<file path="src/rtl/tick_timer_pkg.sv">
package tick_timer_pkg;
  localparam int unsigned REG_SEL_W = 2;

  typedef enum logic [REG_SEL_W-1:0] {
    SEL_CTRL   = 2'd0,
    SEL_RELOAD = 2'd1,
    SEL_COUNT  = 2'd2,
    SEL_CALIB  = 2'd3
  } reg_sel_e;

  localparam int unsigned BIT_RUN   = 0;
  localparam int unsigned BIT_IE    = 1;
  localparam int unsigned BIT_SRC   = 2;
  localparam int unsigned BIT_WRAP  = 16;
  localparam int unsigned CTRL_W    = 3;

  typedef struct packed {
    logic src;
    logic ie;
    logic run;
  } ctrl_t;

  function automatic logic [31:0] pack_status(input ctrl_t c, input logic wrap_flag);
    logic [31:0] v;
    v = '0;
    v[BIT_RUN]  = c.run;
    v[BIT_IE]   = c.ie;
    v[BIT_SRC]  = c.src;
    v[BIT_WRAP] = wrap_flag;
    return v;
  endfunction
endpackage

</file>
<file path="src/rtl/tick_timer_counter.sv">
module tick_timer_counter #(
  parameter int unsigned CNT_W = 24
) (
  input  logic             clk,
  input  logic             rst,
  input  logic             step,
  input  logic             load,
  input  logic [CNT_W-1:0] reload_val,
  output logic [CNT_W-1:0] count,
  output logic             wrap
);
  localparam logic [CNT_W-1:0] ONE  = CNT_W'(1);
  localparam logic [CNT_W-1:0] ZERO = '0;

  logic [CNT_W-1:0] count_q;

  always_ff @(posedge clk) begin
    if (rst) begin
      count_q <= ZERO;
    end else if (load) begin
      count_q <= reload_val;
    end else if (step) begin
      if (count_q == ZERO) count_q <= reload_val;
      else                 count_q <= count_q - ONE;
    end
  end

  assign wrap  = step && !load && (count_q == ONE);
  assign count = count_q;
endmodule

</file>
<file path="src/rtl/tick_timer_regs.sv">
module tick_timer_regs
  import tick_timer_pkg::*;
#(
  parameter int unsigned ADDR_W      = 4,
  parameter int unsigned CNT_W       = 24,
  parameter logic [31:0] CALIB_VALUE = 32'h0000_2710
) (
  input  logic              clk,
  input  logic              rst,
  input  logic              wr_en,
  input  logic              rd_en,
  input  logic [ADDR_W-1:0] addr,
  input  logic [31:0]       wdata,
  input  logic [CNT_W-1:0]  count,
  input  logic              wrap,
  output ctrl_t             ctrl,
  output logic [CNT_W-1:0]  reload_val,
  output logic              load,
  output logic              wrap_flag,
  output logic [31:0]       rdata,
  output logic              irq
);
  localparam int unsigned PAD_W = 32 - CNT_W;

  reg_sel_e sel;
  logic     wr_ctrl, wr_reload, wr_count, rd_ctrl;
  ctrl_t    ctrl_q, ctrl_new;
  logic [CNT_W-1:0] reload_q;
  logic     flag_q, irq_q;
  logic [31:0] rdata_q, rd_mux;
  logic     unused_bits;

  assign sel       = reg_sel_e'(addr[REG_SEL_W+1:2]);
  assign wr_ctrl   = wr_en && (sel == SEL_CTRL);
  assign wr_reload = wr_en && (sel == SEL_RELOAD);
  assign wr_count  = wr_en && (sel == SEL_COUNT);
  assign rd_ctrl   = rd_en && (sel == SEL_CTRL);
  assign ctrl_new  = ctrl_t'(wdata[CTRL_W-1:0]);

  assign load = wr_count ||
                (wr_ctrl && ((!ctrl_q.run && ctrl_new.run) || (ctrl_q.src != ctrl_new.src)));

  always_ff @(posedge clk) begin
    if (rst) begin
      ctrl_q   <= '0;
      reload_q <= '0;
    end else begin
      if (wr_ctrl)   ctrl_q   <= ctrl_new;
      if (wr_reload) reload_q <= wdata[CNT_W-1:0];
    end
  end

  always_ff @(posedge clk) begin
    if (rst)           flag_q <= 1'b0;
    else if (wr_count) flag_q <= 1'b0;
    else if (wrap)     flag_q <= 1'b1;
    else if (rd_ctrl)  flag_q <= 1'b0;
  end

  always_ff @(posedge clk) begin
    if (rst) irq_q <= 1'b0;
    else     irq_q <= wrap && ctrl_q.ie;
  end

  always_comb begin
    unique case (sel)
      SEL_CTRL:   rd_mux = pack_status(ctrl_q, flag_q);
      SEL_RELOAD: rd_mux = {{PAD_W{1'b0}}, reload_q};
      SEL_COUNT:  rd_mux = {{PAD_W{1'b0}}, count};
      default:    rd_mux = CALIB_VALUE;
    endcase
  end

  always_ff @(posedge clk) begin
    if (rst)        rdata_q <= '0;
    else if (rd_en) rdata_q <= rd_mux;
  end

  assign unused_bits = ^{addr, wdata};

  assign ctrl       = ctrl_q;
  assign reload_val = reload_q;
  assign wrap_flag  = flag_q;
  assign rdata      = rdata_q;
  assign irq        = irq_q;
endmodule

</file>
<file path="src/rtl/tick_timer.sv">
module tick_timer
  import tick_timer_pkg::*;
#(
  parameter int unsigned ADDR_W      = 4,
  parameter int unsigned CNT_W       = 24,
  parameter logic [31:0] CALIB_VALUE = 32'h0000_2710
) (
  input  logic              clk,
  input  logic              rst,
  input  logic              ref_tick,
  input  logic              wr_en,
  input  logic              rd_en,
  input  logic [ADDR_W-1:0] addr,
  input  logic [31:0]       wdata,
  output logic [31:0]       rdata,
  output logic              irq
);
  ctrl_t            ctrl;
  logic [CNT_W-1:0] reload_val, count;
  logic             load, wrap, wrap_flag, step;

  assign step = ctrl.run && (ctrl.src ? 1'b1 : ref_tick);

  tick_timer_regs #(
    .ADDR_W(ADDR_W), .CNT_W(CNT_W), .CALIB_VALUE(CALIB_VALUE)
  ) u_regs (
    .clk(clk), .rst(rst), .wr_en(wr_en), .rd_en(rd_en), .addr(addr),
    .wdata(wdata), .count(count), .wrap(wrap), .ctrl(ctrl),
    .reload_val(reload_val), .load(load), .wrap_flag(wrap_flag),
    .rdata(rdata), .irq(irq)
  );

  tick_timer_counter #(.CNT_W(CNT_W)) u_cnt (
    .clk(clk), .rst(rst), .step(step), .load(load),
    .reload_val(reload_val), .count(count), .wrap(wrap)
  );
endmodule

</file>
<file path="config.mk">
export PLATFORM = sky130hd
export DESIGN_NAME = tick_timer
export DESIGN_NICKNAME = d
export VERILOG_FILES = /design/src/rtl/tick_timer_pkg.sv /design/src/rtl/tick_timer_counter.sv /design/src/rtl/tick_timer_regs.sv /design/src/rtl/tick_timer.sv
export SDC_FILE = /design/constraint.sdc
export NUM_CORES = 1
export LEC_CHECK = 0
export CAP_MARGIN = 20
export CORE_MARGIN = 2
export CORE_UTILIZATION = 25
export CTS_CLUSTER_SIZE = 40
export DETAILED_ROUTE_END_ITERATION = 7
export PLACE_DENSITY = 0.44
export SYNTH_ARGS = -nofsm -noshare
export SYNTH_HDL_FRONTEND = slang
export SYNTH_SLANG_ARGS = --single-unit
</file>
<file path="constraint.sdc">
create_clock -name clk -period 3.1 [get_ports clk]
set_clock_uncertainty 0.05 [all_clocks]
set_input_delay 0.93 -clock clk [delete_from_list [all_inputs] [get_ports clk]]
set_output_delay 0.93 -clock clk [all_outputs]
set_load 0.1 [all_outputs]
</file>
==> run summary <==
FF-to-FF Start: u_cnt.count[15]
asr flop ratio synth: 0
Ports: 74
Layout area overhead: 30.34%
Final Max Slew Viols: 0
outcome: completed
Comb power frac: 0.565
Hold Path Class: reg2reg
postcts setup bufs: 0
Main synth FF type: dfxtp_1
ant diodes: 0
Die W: 126.2 um
die area: 15920 um^2
Final setup viols: 0
Unique masters post-synth: 45
Placement Cell Area: 4553 um^2
TritonCTS Sinks: 77
clock slew at reported path FFs: 60 ps
largest cells by area after synthesis: dfxtp_1, a21oi_1, nand2_1
Worst EP arrival: 3020 ps
CTS Buf Count: 9
Mapped Area: 3732 um^2
shortest period the worst path allows: 2792 ps
share of layout cells above drive strength 1: 0.1577
Core ar.: 14530 um^2
Worst-Skew Late Latency: 350 ps
Port Buf Inserts: 55
Hold Violations, Final: 0
first-pass GRT wire length: 19.27 mm
initial core utilization: 0.2568
synthesized area per cell: 7.664 um^2
post-route clock period utilization: 0.9005
Internal: 3.089 mW
Design Power: 5.721 mW
drt pass-1 iters: 4
# resized after CTS: 0
count of nets after finishing: 597
Reg power frac: 0.242
Total Wirelength: 11.80 mm
Via density: 4.951
Hold Buf Count CTS: 0
largest net degree at the start of global routing: 43
switching share of power: 0.4601
Syn Inst Count: 487
top cells by count, synth: dfxtp_1, nand2_1, a21oi_1
Yosys reg bits: 77
Clk pwr share: 0.193
sequential-to-total area share from yosys stat: 0.4130
clock root buffer: clkbuf_16
row cnt: 44
P per Cell Area: 1176 nW/um^2
HPWL after DPL: 8.323 mm
Post-DRT Antenna Nets: 0
Min Hold Slack: 422.4 ps
Max Cap Violations: 0
Worst setup SP type: input port
CTS tree: done
Syn. warnings: 0
Max IR drop VDD: 0.0003960 V
GPL Wtd Cong: 0.8174
drt drc: 0
Setup crit start: wdata[2]
GR Util All Layers: 0.1535
Clock Path Buffers: 2
WL per Instance: 15.90 um
drt initial violations: 290
vias in the first global route: 3595
unrepaired setup endpoints after global routing: false
Leak: 1.826 nW
Finished Cell Area: 4865 um^2
critical path class: in2reg
number of synthesized flops with an enable pin: 0
hold_sp: u_regs.reload_val[19]
WP data required: 3330 ps
grt ovf: 0
cell with the most instances after synthesis: dfxtp_1
via count: 3674
Max Freq: 358.2 MHz
Worst Path Max Fanout: 12
area share of the largest cell type after synthesis: 0.4130
Die Span Y: 126.2 um
largest area contributor in the netlist: dfxtp_1
CP endpoint kind: flop
initial antenna violation count: 0
switching power: 2.632 mW
H-tree depth: 3
## through the flow
step	setup TNS, ps	std cells	util	worst slack, ps
after floorplan	0	494	-	358.7
after global placement	-31.47	726	0.3133	-18.92
after CTS	0	742	0.3347	306.1
after global routing	0	742	0.3347	208.2
final	0	742	0.3347	308.5
after detailed placement	-224.5	726	0.3133	-60.64
## registers in the layout, summed over array words and instances, names as in the netlist
signal             cells
u_regs.ctrl            3
u_cnt.count           24
u_regs.rdata          24
u_regs.reload_val     24
u_regs.wrap_flag       1
u_regs.irq             1
## final timing paths
kind | depth (start not counted) | slack [ps] | endpoint
max | 9 | 310 | u_cnt.count[10]
min | 2 | 420 | u_regs.reload_val[19]
max reg2reg | 7 | 390 | u_cnt.count[15]
min reg2reg | 2 | 420 | u_regs.reload_val[19]
## power groups by stage
| stage | combinational [mW] | clock, mW | sequential, mW |
|---|---|---|---|
| after detailed placement | 3.23 | 0 | 1.40 |
| after CTS | 3.24 | 1.14 | 1.38 |
| after global routing | 3.61 | 1.18 | 1.41 |
| after floorplan | 2.16 | 0 | 1.47 |
| final | 3.24 | 1.10 | 1.38 |
| after global placement | 3.19 | 0 | 1.40 |
## worst max-delay path: stages
cell,delay [ps]
clkdlybuf4s50_1,500
xor2_1,150
o311ai_1,120
buf_4,170
buf_4,140
and2_0,150
buf_4,190
or4_1,510
a31oi_1,150
## placed cells by master (no fill, tap or decap), drive strengths merged, types with 17 or more instances in the layout
master,n
nand2,72
clkdlybuf4s50,29
a21oi,58
nor2,46
a221oi,17
o21ai,24
buf,67
nand3,17
dfxtp,77
nor3,33
## area by class of cell
type                    count  area, um^2
clock inverters             5       58.81
inverters                   6       22.52
fillers                  1575        9669
well taps                 184       230.2
clock buffers              11       252.7
multi-input cells         363        1956
repair buffers             96       803.3
flip-flops and latches     77        1541
## metal layers
metal | part of all wire | vias up | global-route usage
met1 | 0.48 | 1728 | 0.2089
met3 | 0.053 | 13 | 0.04078
li1 | - | 1859 | -
met4 | 0.013 | 0 | 0.05171
met2 | 0.46 | 74 | 0.2356
met5 | 0 | - | 0
## cell families (layout without fill, tap and decap cells)
group,count (synthesis),in the layout,synth area share
other cells,1,8,0.001005
fa+ha+maj,3,3,0.01006
mux,8,8,0.02213
flops,77,77,0.4130
compound gates,123,123,0.1995
xor+xnor,2,2,0.004694
simple gates,219,219,0.2796
buf+inv,54,118,0.07006
No activity file was read; power rests on OpenSTA's default activity.
